<file path="src/rtl/dram_seq_pkg.sv">
package dram_seq_pkg;

  typedef enum logic [2:0] {
    ST_IDLE = 3'd0,
    ST_ACT  = 3'd1,
    ST_COL  = 3'd2,
    ST_HOLD = 3'd3,
    ST_PRE  = 3'd4,
    ST_RCAS = 3'd5,
    ST_RRAS = 3'd6
  } seq_state_e;

  // Extra row-active cycles needed after the column pulse to reach the minimum
  function automatic int unsigned hold_len(int unsigned t_ras, int unsigned t_rcd,
                                           int unsigned t_cas);
    return (t_ras > t_rcd + t_cas) ? (t_ras - t_rcd - t_cas) : 0;
  endfunction

  function automatic int unsigned max_of4(int unsigned a, int unsigned b,
                                          int unsigned c, int unsigned d);
    int unsigned m;
    m = a;
    if (b > m) m = b;
    if (c > m) m = c;
    if (d > m) m = d;
    return m;
  endfunction

  // Bits to hold values 0 .. n-1
  function automatic int unsigned bits_for(int unsigned n);
    return (n < 2) ? 1 : $clog2(n);
  endfunction

endpackage

</file>
<file path="src/rtl/dram_refresh_timer.sv">
module dram_refresh_timer
  import dram_seq_pkg::*;
#(
  parameter int unsigned T_REFI = 200
) (
  input  logic clk,
  input  logic rst_n,
  input  logic ack,
  output logic pend
);

  localparam int unsigned TW = bits_for(T_REFI);
  localparam logic [TW-1:0] LAST = TW'(T_REFI - 1);

  logic [TW-1:0] tick_q;
  logic          wrap;

  assign wrap = (tick_q == LAST);

  always_ff @(posedge clk) begin
    if (!rst_n) begin
      tick_q <= '0;
      pend   <= 1'b0;
    end else begin
      tick_q <= wrap ? '0 : tick_q + 1'b1;
      if (wrap)     pend <= 1'b1;
      else if (ack) pend <= 1'b0;
    end
  end

  // interval expiry must leave a refresh pending
  a_r9_wrap_sets_pending: assert property (@(posedge clk) disable iff (!rst_n)
    wrap |=> pend);

  // the sequencer only takes a refresh that is pending
  a_r10_ack_needs_pending: assert property (@(posedge clk) disable iff (!rst_n)
    ack |-> pend);

endmodule

</file>
<file path="src/rtl/dram_addr_mux.sv">
module dram_addr_mux #(
  parameter int unsigned MA_W = 8
) (
  input  logic              row_sel,
  input  logic              col_sel,
  input  logic [2*MA_W-1:0] addr,
  output logic [MA_W-1:0]   ma
);

  function automatic logic [MA_W-1:0] row_part(logic [2*MA_W-1:0] a);
    return a[2*MA_W-1:MA_W];
  endfunction

  function automatic logic [MA_W-1:0] col_part(logic [2*MA_W-1:0] a);
    return a[MA_W-1:0];
  endfunction

  always_comb begin
    if (col_sel)      ma = col_part(addr);
    else if (row_sel) ma = row_part(addr);
    else              ma = '0;
  end

endmodule

</file>
<file path="src/rtl/dram_strobe_seq.sv">
module dram_strobe_seq
  import dram_seq_pkg::*;
#(
  parameter int unsigned T_RCD = 2,
  parameter int unsigned T_CAS = 2,
  parameter int unsigned T_RAS = 6,
  parameter int unsigned T_RP  = 3
) (
  input  logic clk,
  input  logic rst_n,
  input  logic req_valid,
  input  logic op_wr,
  input  logic ref_pend,
  output logic ref_ack,
  output logic accept,
  output logic col_last,
  output logic row_sel,
  output logic col_sel,
  output logic dq_drive,
  output logic row_stb_n,
  output logic col_stb_n,
  output logic wr_n,
  output logic oe_n
);

  localparam int unsigned HOLD_C = hold_len(T_RAS, T_RCD, T_CAS);
  localparam int unsigned LMAX   = max_of4(T_RCD, T_CAS, T_RAS, T_RP);
  localparam int unsigned CNT_W  = bits_for(LMAX + 1);
  localparam logic [CNT_W-1:0] L_ACT  = CNT_W'(T_RCD - 1);
  localparam logic [CNT_W-1:0] L_COL  = CNT_W'(T_CAS - 1);
  localparam logic [CNT_W-1:0] L_HOLD = CNT_W'((HOLD_C == 0) ? 0 : HOLD_C - 1);
  localparam logic [CNT_W-1:0] L_PRE  = CNT_W'(T_RP - 1);
  localparam logic [CNT_W-1:0] L_RRAS = CNT_W'(T_RAS - 1);
  localparam logic [CNT_W-1:0] SAT_RP  = CNT_W'(T_RP);
  localparam logic [CNT_W-1:0] SAT_RAS = CNT_W'(T_RAS);

  seq_state_e       state_q, nxt;
  logic [CNT_W-1:0] cnt_q;
  logic             seg_end;

  always_comb begin
    case (state_q)
      ST_ACT:  seg_end = (cnt_q == L_ACT);
      ST_COL:  seg_end = (cnt_q == L_COL);
      ST_HOLD: seg_end = (cnt_q == L_HOLD);
      ST_PRE:  seg_end = (cnt_q == L_PRE);
      ST_RRAS: seg_end = (cnt_q == L_RRAS);
      default: seg_end = 1'b1;
    endcase
  end

  always_comb begin
    nxt     = state_q;
    ref_ack = 1'b0;
    accept  = 1'b0;
    case (state_q)
      ST_IDLE: begin
        if (ref_pend) begin
          nxt     = ST_RCAS;
          ref_ack = 1'b1;
        end else if (req_valid) begin
          nxt    = ST_ACT;
          accept = 1'b1;
        end
      end
      ST_ACT:  if (seg_end) nxt = ST_COL;
      ST_COL:  if (seg_end) nxt = (HOLD_C > 0) ? ST_HOLD : ST_PRE;
      ST_HOLD: if (seg_end) nxt = ST_PRE;
      ST_PRE:  if (seg_end) nxt = ST_IDLE;
      ST_RCAS: nxt = ST_RRAS;
      ST_RRAS: if (seg_end) nxt = ST_PRE;
      default: nxt = ST_IDLE;
    endcase
  end

  always_ff @(posedge clk) begin
    if (!rst_n) begin
      state_q <= ST_IDLE;
      cnt_q   <= '0;
    end else begin
      state_q <= nxt;
      if (nxt != state_q || state_q == ST_IDLE) cnt_q <= '0;
      else                                       cnt_q <= cnt_q + 1'b1;
    end
  end

  assign col_last  = (state_q == ST_COL) && seg_end;
  assign row_sel   = (state_q == ST_ACT);
  assign col_sel   = (state_q == ST_COL);
  assign dq_drive  = (state_q == ST_COL) && op_wr;
  assign row_stb_n = !((state_q == ST_ACT) || (state_q == ST_COL) ||
                       (state_q == ST_HOLD) || (state_q == ST_RRAS));
  assign col_stb_n = !((state_q == ST_COL) || (state_q == ST_RCAS) ||
                       (state_q == ST_RRAS));
  assign wr_n      = !((state_q == ST_COL) && op_wr);
  assign oe_n      = !((state_q == ST_COL) && !op_wr);

  // Checker counters: consecutive cycles with the row strobe high / low
  logic [CNT_W-1:0] ras_hi_q, ras_lo_q;
  always_ff @(posedge clk) begin
    if (!rst_n) begin
      ras_hi_q <= SAT_RP;
      ras_lo_q <= '0;
    end else if (row_stb_n) begin
      ras_lo_q <= '0;
      if (ras_hi_q < SAT_RP) ras_hi_q <= ras_hi_q + 1'b1;
    end else begin
      ras_hi_q <= '0;
      if (ras_lo_q < SAT_RAS) ras_lo_q <= ras_lo_q + 1'b1;
    end
  end

  // precharge time met before each new row strobe
  a_r7_precharge_met: assert property (@(posedge clk) disable iff (!rst_n)
    $fell(row_stb_n) |-> (ras_hi_q >= SAT_RP));

  // row strobe low for at least the minimum active time
  a_r6_active_min: assert property (@(posedge clk) disable iff (!rst_n)
    $rose(row_stb_n) |-> (ras_lo_q >= SAT_RAS));

  // refresh row strobe only falls with the column strobe already low
  a_r8_cas_leads_ras: assert property (@(posedge clk) disable iff (!rst_n)
    ($fell(row_stb_n) && !col_stb_n) |-> $past(!col_stb_n));

  // output enable kept off while writing
  a_r4_oe_off_on_write: assert property (@(posedge clk) disable iff (!rst_n)
    !wr_n |-> oe_n);

endmodule

</file>
<file path="src/rtl/dram_data_path.sv">
module dram_data_path #(
  parameter int unsigned MA_W   = 8,
  parameter int unsigned DATA_W = 16
) (
  input  logic              clk,
  input  logic              rst_n,
  input  logic              accept,
  input  logic              col_last,
  input  logic              req_write,
  input  logic [2*MA_W-1:0] req_addr,
  input  logic [DATA_W-1:0] req_wdata,
  input  logic [DATA_W-1:0] dq_in,
  output logic              op_wr,
  output logic [2*MA_W-1:0] op_addr,
  output logic [DATA_W-1:0] dq_out,
  output logic [DATA_W-1:0] rdata,
  output logic              done
);

  always_ff @(posedge clk) begin
    if (!rst_n) begin
      op_wr   <= 1'b0;
      op_addr <= '0;
      dq_out  <= '0;
      rdata   <= '0;
      done    <= 1'b0;
    end else begin
      if (accept) begin
        op_wr   <= req_write;
        op_addr <= req_addr;
        dq_out  <= req_wdata;
      end
      if (col_last && !op_wr) rdata <= dq_in;
      done <= col_last;
    end
  end

  // completion is a single-cycle pulse
  a_r5_done_single: assert property (@(posedge clk) disable iff (!rst_n)
    done |=> !done);

endmodule

</file>
<file path="src/rtl/dram_seq_ctrl.sv">
module dram_seq_ctrl
  import dram_seq_pkg::*;
#(
  parameter int unsigned MA_W   = 8,
  parameter int unsigned DATA_W = 16,
  parameter int unsigned T_RCD  = 2,
  parameter int unsigned T_CAS  = 2,
  parameter int unsigned T_RAS  = 6,
  parameter int unsigned T_RP   = 3,
  parameter int unsigned T_REFI = 200
) (
  input  logic              clk,
  input  logic              rst_n,
  input  logic              req_valid,
  input  logic              req_write,
  input  logic [2*MA_W-1:0] req_addr,
  input  logic [DATA_W-1:0] req_wdata,
  output logic [DATA_W-1:0] rd_data,
  output logic              done,
  output logic              row_strobe_n,
  output logic              col_strobe_n,
  output logic              write_n,
  output logic              out_en_n,
  output logic [MA_W-1:0]   mem_addr,
  output logic [DATA_W-1:0] mem_dout,
  output logic              mem_dout_en,
  input  logic [DATA_W-1:0] mem_din
);

  logic              ref_pend, ref_ack, accept, col_last;
  logic              row_sel, col_sel, op_wr;
  logic [2*MA_W-1:0] op_addr;

  dram_refresh_timer #(.T_REFI(T_REFI)) u_timer (
    .clk  (clk),
    .rst_n(rst_n),
    .ack  (ref_ack),
    .pend (ref_pend)
  );

  dram_strobe_seq #(.T_RCD(T_RCD), .T_CAS(T_CAS), .T_RAS(T_RAS), .T_RP(T_RP)) u_seq (
    .clk      (clk),
    .rst_n    (rst_n),
    .req_valid(req_valid),
    .op_wr    (op_wr),
    .ref_pend (ref_pend),
    .ref_ack  (ref_ack),
    .accept   (accept),
    .col_last (col_last),
    .row_sel  (row_sel),
    .col_sel  (col_sel),
    .dq_drive (mem_dout_en),
    .row_stb_n(row_strobe_n),
    .col_stb_n(col_strobe_n),
    .wr_n     (write_n),
    .oe_n     (out_en_n)
  );

  dram_data_path #(.MA_W(MA_W), .DATA_W(DATA_W)) u_data (
    .clk      (clk),
    .rst_n    (rst_n),
    .accept   (accept),
    .col_last (col_last),
    .req_write(req_write),
    .req_addr (req_addr),
    .req_wdata(req_wdata),
    .dq_in    (mem_din),
    .op_wr    (op_wr),
    .op_addr  (op_addr),
    .dq_out   (mem_dout),
    .rdata    (rd_data),
    .done     (done)
  );

  dram_addr_mux #(.MA_W(MA_W)) u_amux (
    .row_sel(row_sel),
    .col_sel(col_sel),
    .addr   (op_addr),
    .ma     (mem_addr)
  );

  // done appears exactly as the column strobe is released
  a_r5_done_at_cas_release: assert property (@(posedge clk) disable iff (!rst_n)
    done |-> (col_strobe_n && $past(!col_strobe_n)));

endmodule

</file>
<file path="config.mk">
export PLATFORM = sky130hd
export DESIGN_NAME = dram_seq_ctrl
export DESIGN_NICKNAME = d
export VERILOG_FILES = /design/src/rtl/dram_seq_pkg.sv /design/src/rtl/dram_refresh_timer.sv /design/src/rtl/dram_addr_mux.sv /design/src/rtl/dram_strobe_seq.sv /design/src/rtl/dram_data_path.sv /design/src/rtl/dram_seq_ctrl.sv
export SDC_FILE = /design/constraint.sdc
export NUM_CORES = 1
export LEC_CHECK = 0
export ABC_CLOCK_PERIOD_IN_PS = 4750
export BUFFER_PORTS_ARGS = -buffer_cell sky130_fd_sc_hd__buf_2
export CORE_ASPECT_RATIO = 1.5
export CORE_MARGIN = 2
export CORE_UTILIZATION = 52
export DETAILED_ROUTE_END_ITERATION = 6
export GPL_TIMING_DRIVEN = 0
export PLACE_DENSITY_LB_ADDON = 0.12
export SLEW_MARGIN = 30
export SYNTH_ARGS = -nofsm -noshare
export SYNTH_HDL_FRONTEND = slang
export SYNTH_SLANG_ARGS = --single-unit
</file>
<file path="constraint.sdc">
create_clock -name clk -period 4.75 [get_ports clk]
set_input_delay 0.475 -clock clk [delete_from_list [all_inputs] [get_ports clk]]
set_output_delay 0.475 -clock clk [all_outputs]
set_load 0.1 [all_outputs]
</file>
==> key figures <==
Finish
  – Area Overhead vs Synth: 25.4%
  – N_diodes: 0
  – Filler cells: around 490
  – Post-layout util: 0.681
  – Fin cells: between 500 and 600
  – Fraction of layout cells with a size suffix above 1: 0.266
  – Sequential Area: 0.00130 mm^2
  – Layout net count: a little under 500
  – Final instance area: ~0.0037 mm^2
  – Multi-input gate area: 0.00154 mm^2

Global routing
  – Met2 usage: 0.406
  – Number of global-route vias before repair: roughly 2700
  – Met3 global-route usage: 0.0477
  – GR Util All Layers: 0.229
  – GRT overflow: 0
  – First-pass GRT wire length: between 10000 and 15000 um
  – Met1 usage: 0.252
  – Busiest metal layer after global routing: met2
  – Largest net degree at the start of global routing: 11
  – Initial antenna violation count: 0

Critical path
  – Max incr delay on CP: about 0.44 ns
  – CP arrival: between 2 and 2.5 ns
  – FF-to-FF path depth: 3
  – Nature of the critical path endpoint: output port
  – Critical Path Start Type: register
  – CP dominant cell by count: clkbuf_1
  – Delay-heaviest family, CP: buffers and inverters
  – Worst path depth: 6
  – CP Max Fanout: 10
  – Slowest cell on crit path: dfxtp_1
  – Crit-path cells: clkbuf_1 -> nor2b_1 -> clkbuf_1 -> a22oi_1 -> nor2_1 -> buf_2
  – Crit path buffers/inverters: 3
  – Worst R2R Setup Slack: between 2 and 3 ns
  – Worst endpoint required time: roughly 4.3 ns
  – CP Class: reg -> out

Die
  – Die height: 96.8 um
  – Num rows: 33
  – Core Region: about 0.0055 mm^2
  – Die area: about 0.0064 mm^2
  – Initial Util: 0.543
  – Die width: around 66 um
  – # IOs: a little under 100

Synth
  – Biggest area consumer among synthesized cells: dfxtp_1
  – Synth unique cells: 40
  – Synth warn: 0
  – Synth Flop Type: dfxtp_1
  – Number of synthesized register bits: 65
  – Synth top area share: 0.436
  – Syn avg cell area: 8.96 um^2
  – Area contributors post-synth: dfxtp_1 (44%), o21a_1 (8.6%), a21boi_1 (8.3%)
  – Number of synthesized flops with an enable pin: 0
  – Post-synthesis sequential area ratio: 0.436
  – Post-Synthesis Cells: about 330
  – Post-synth ARST share: 0
  – Syn Std Cell Area: slightly below 0.003 mm^2
  – Synthesized Nets: between 300 and 400

STA
  – Hold Violations, Final: 0
  – Clk_skew: ~0.0082 ns
  – Max Slew Vio Count: 0
  – Final hold slack: 0.378 ns
  – Worst rel slew slack: 0.405
  – Final Critical Period: around 2.8 ns
  – Final setup fails: 0
  – RSZ-0062 raised after global routing: false
  – Tcrit/Tclk final: 0.594
  – Worst Setup Slack, final: about 1.9 ns
  – Fmax: around 350 MHz
  – Slew @ Worst Pin: slightly below 0.9 ns
  – Setup TNS: 0 ns

Route
  – Vias: 2759
  – Routed Antenna Nets: 0
  – Routed vias/inst: about 5.4
  – Final WL: ~7000 um
  – DRT iter0 DRCs: between 70 and 80
  – Average wire per standard cell: approximately 14 um
  – DRT Pass-1 Iters: 4
  – DRC Markers: 0

Pwr
  – Tot Pwr: ~1.5 mW
  – Leakage power: 1.73 nW
  – Peak VDD IR: between 0.2 and 0.25 mV
  – Pwr/cell area: between 400 and 500 mW/mm^2

Clock network
  – CTS tree: built
  – Root buf cell: clkbuf_8
  – Clk_lat worst skew: about 0.34 ns
  – Post-CTS Setup Bufs: 0
  – Sink Count: 65
  – Htree depth: 3
  – CTS Hold Bufs: 0
  – Worst-path clk slew: approximately 0.07 ns
  – CTS Buffer Depth: 2
  – Post_cts resized: 0
  – TritonCTS Buffers: 9

Worst hold path
  – Worst Hold Path Cells: 3
  – HP Class: in -> reg

Run status
  – Run status: finished clean

Placed design
  – # placed instances: roughly 500
  – IO Port Bufs: 95
  – Final GP Congestion: approximately 0.87
  – Post-DP HPWL: between 5000 and 6000 um
  – Placement Setup Slack: between 2 and 2.5 ns
  – Placed Area: roughly 0.0035 mm^2

Job
  – MaxCap Viol Count: 0
[final cells by class]
class | count | share of cell area
Buffer | 30 | 0.0341
Clock buffer | 12 | 0.0415
Clock inverter | 3 | 0.0107
Inverter | 3 | 0.00301
Multi-Input combinational cell | 235 | 0.412
Sequential cell | 65 | 0.348
Tap cell | 70 | 0.0234
Timing Repair Buffer | 95 | 0.127
[sequential cells by signal, summed over array words and instances (netlist names)]
register,cells
u_data.done,1
u_data.dq_out,16
u_seq.state_q,3
u_data.rdata,16
u_timer.pend,1
u_timer.tick_q,8
u_data.op_wr,1
u_data.op_addr,16
u_seq.cnt_q,3
[cells in the mapped netlist, types with 2 or more instances]
| cell | instances |
|---|---|
| a2111oi_0 | 2 |
| a21boi_1 | 33 |
| a21oi_1 | 7 |
| a22oi_1 | 8 |
| and2_1 | 2 |
| and3_1 | 33 |
| buf_2 | 6 |
| clkbuf_1 | 22 |
| dfxtp_1 | 65 |
| ha_1 | 2 |
| inv_1 | 3 |
| mux2i_1 | 16 |
| nand2_1 | 37 |
| nand2b_1 | 2 |
| nand3_1 | 4 |
| nor2_1 | 16 |
| nor2b_1 | 4 |
| nor3_1 | 2 |
| nor4_1 | 5 |
| nor4b_1 | 2 |
| o21a_1 | 34 |
| o21ai_0 | 4 |
| or3_1 | 5 |
| xnor2_1 | 2 |
| xor2_1 | 2 |
[cell families after synthesis]
family	count (synthesis)	share of synthesized area
adders and majority gates	2	0.00839
xor gates and xnor gates	4	0.0117
buffers and inverters	33	0.0466
and+or+nand+nor	119	0.214
AOI/OAI and AO/OA	94	0.229
muxes	16	0.0537
DFF	65	0.436
[final timing paths]
kind	startpoint	end
worst min-delay path	mem_din[6]	u_data.rdata[6]$_SDFFE_PN0P_
worst min register to register	u_timer.tick_q[0]$_SDFF_PP0_	u_timer.tick_q[0]$_SDFF_PP0_
worst max register to register	u_seq.cnt_q[1]$_SDFF_PP0_	u_seq.cnt_q[2]$_SDFF_PP0_
worst max-delay path	u_seq.state_q[1]$_SDFF_PN0_	mem_addr[7]
[power breakdown]
group | switching [mW] | internal [mW]
Clock | 0.195 | 0.266
Sequential | 0.0233 | 0.584
Combinational | 0.318 | 0.123
Total | 0.537 | 0.974
[worst reg2reg max path: cells and delay by family, from the launching register on]
| family | cells | cell delay (ns) |
|---|---|---|
| and+or+nand+nor | 2 | 0.52 |
| AOI/OAI and AO/OA | 1 | 0.81 |
| DFF | 1 | 0.37 |
[metal layers]
metal	wire length, um	part of all wire
met1	2960	0.42
met2	3650	0.51
met3	431	0.061
met4	76	0.011
met5	0	0
[cell usage in the layout (no fill, tap or decap), types with 3 or more instances in the layout]
master	Yosys	final
clkbuf_8	0	11
nor2b_1	4	4
clkbuf_1	22	23
a22oi_1	8	8
a21boi_1	33	33
and3_1	33	33
nand3_1	4	4
nor2_1	16	16
o21a_1	34	34
nor4_1	5	5
inv_1	3	3
buf_2	6	101
dfxtp_1	65	65
mux2i_1	16	16
a21oi_1	7	7
nand2_1	37	37
or3_1	5	5
o21ai_0	4	4
No activity file was read; power rests on OpenSTA's default activity.
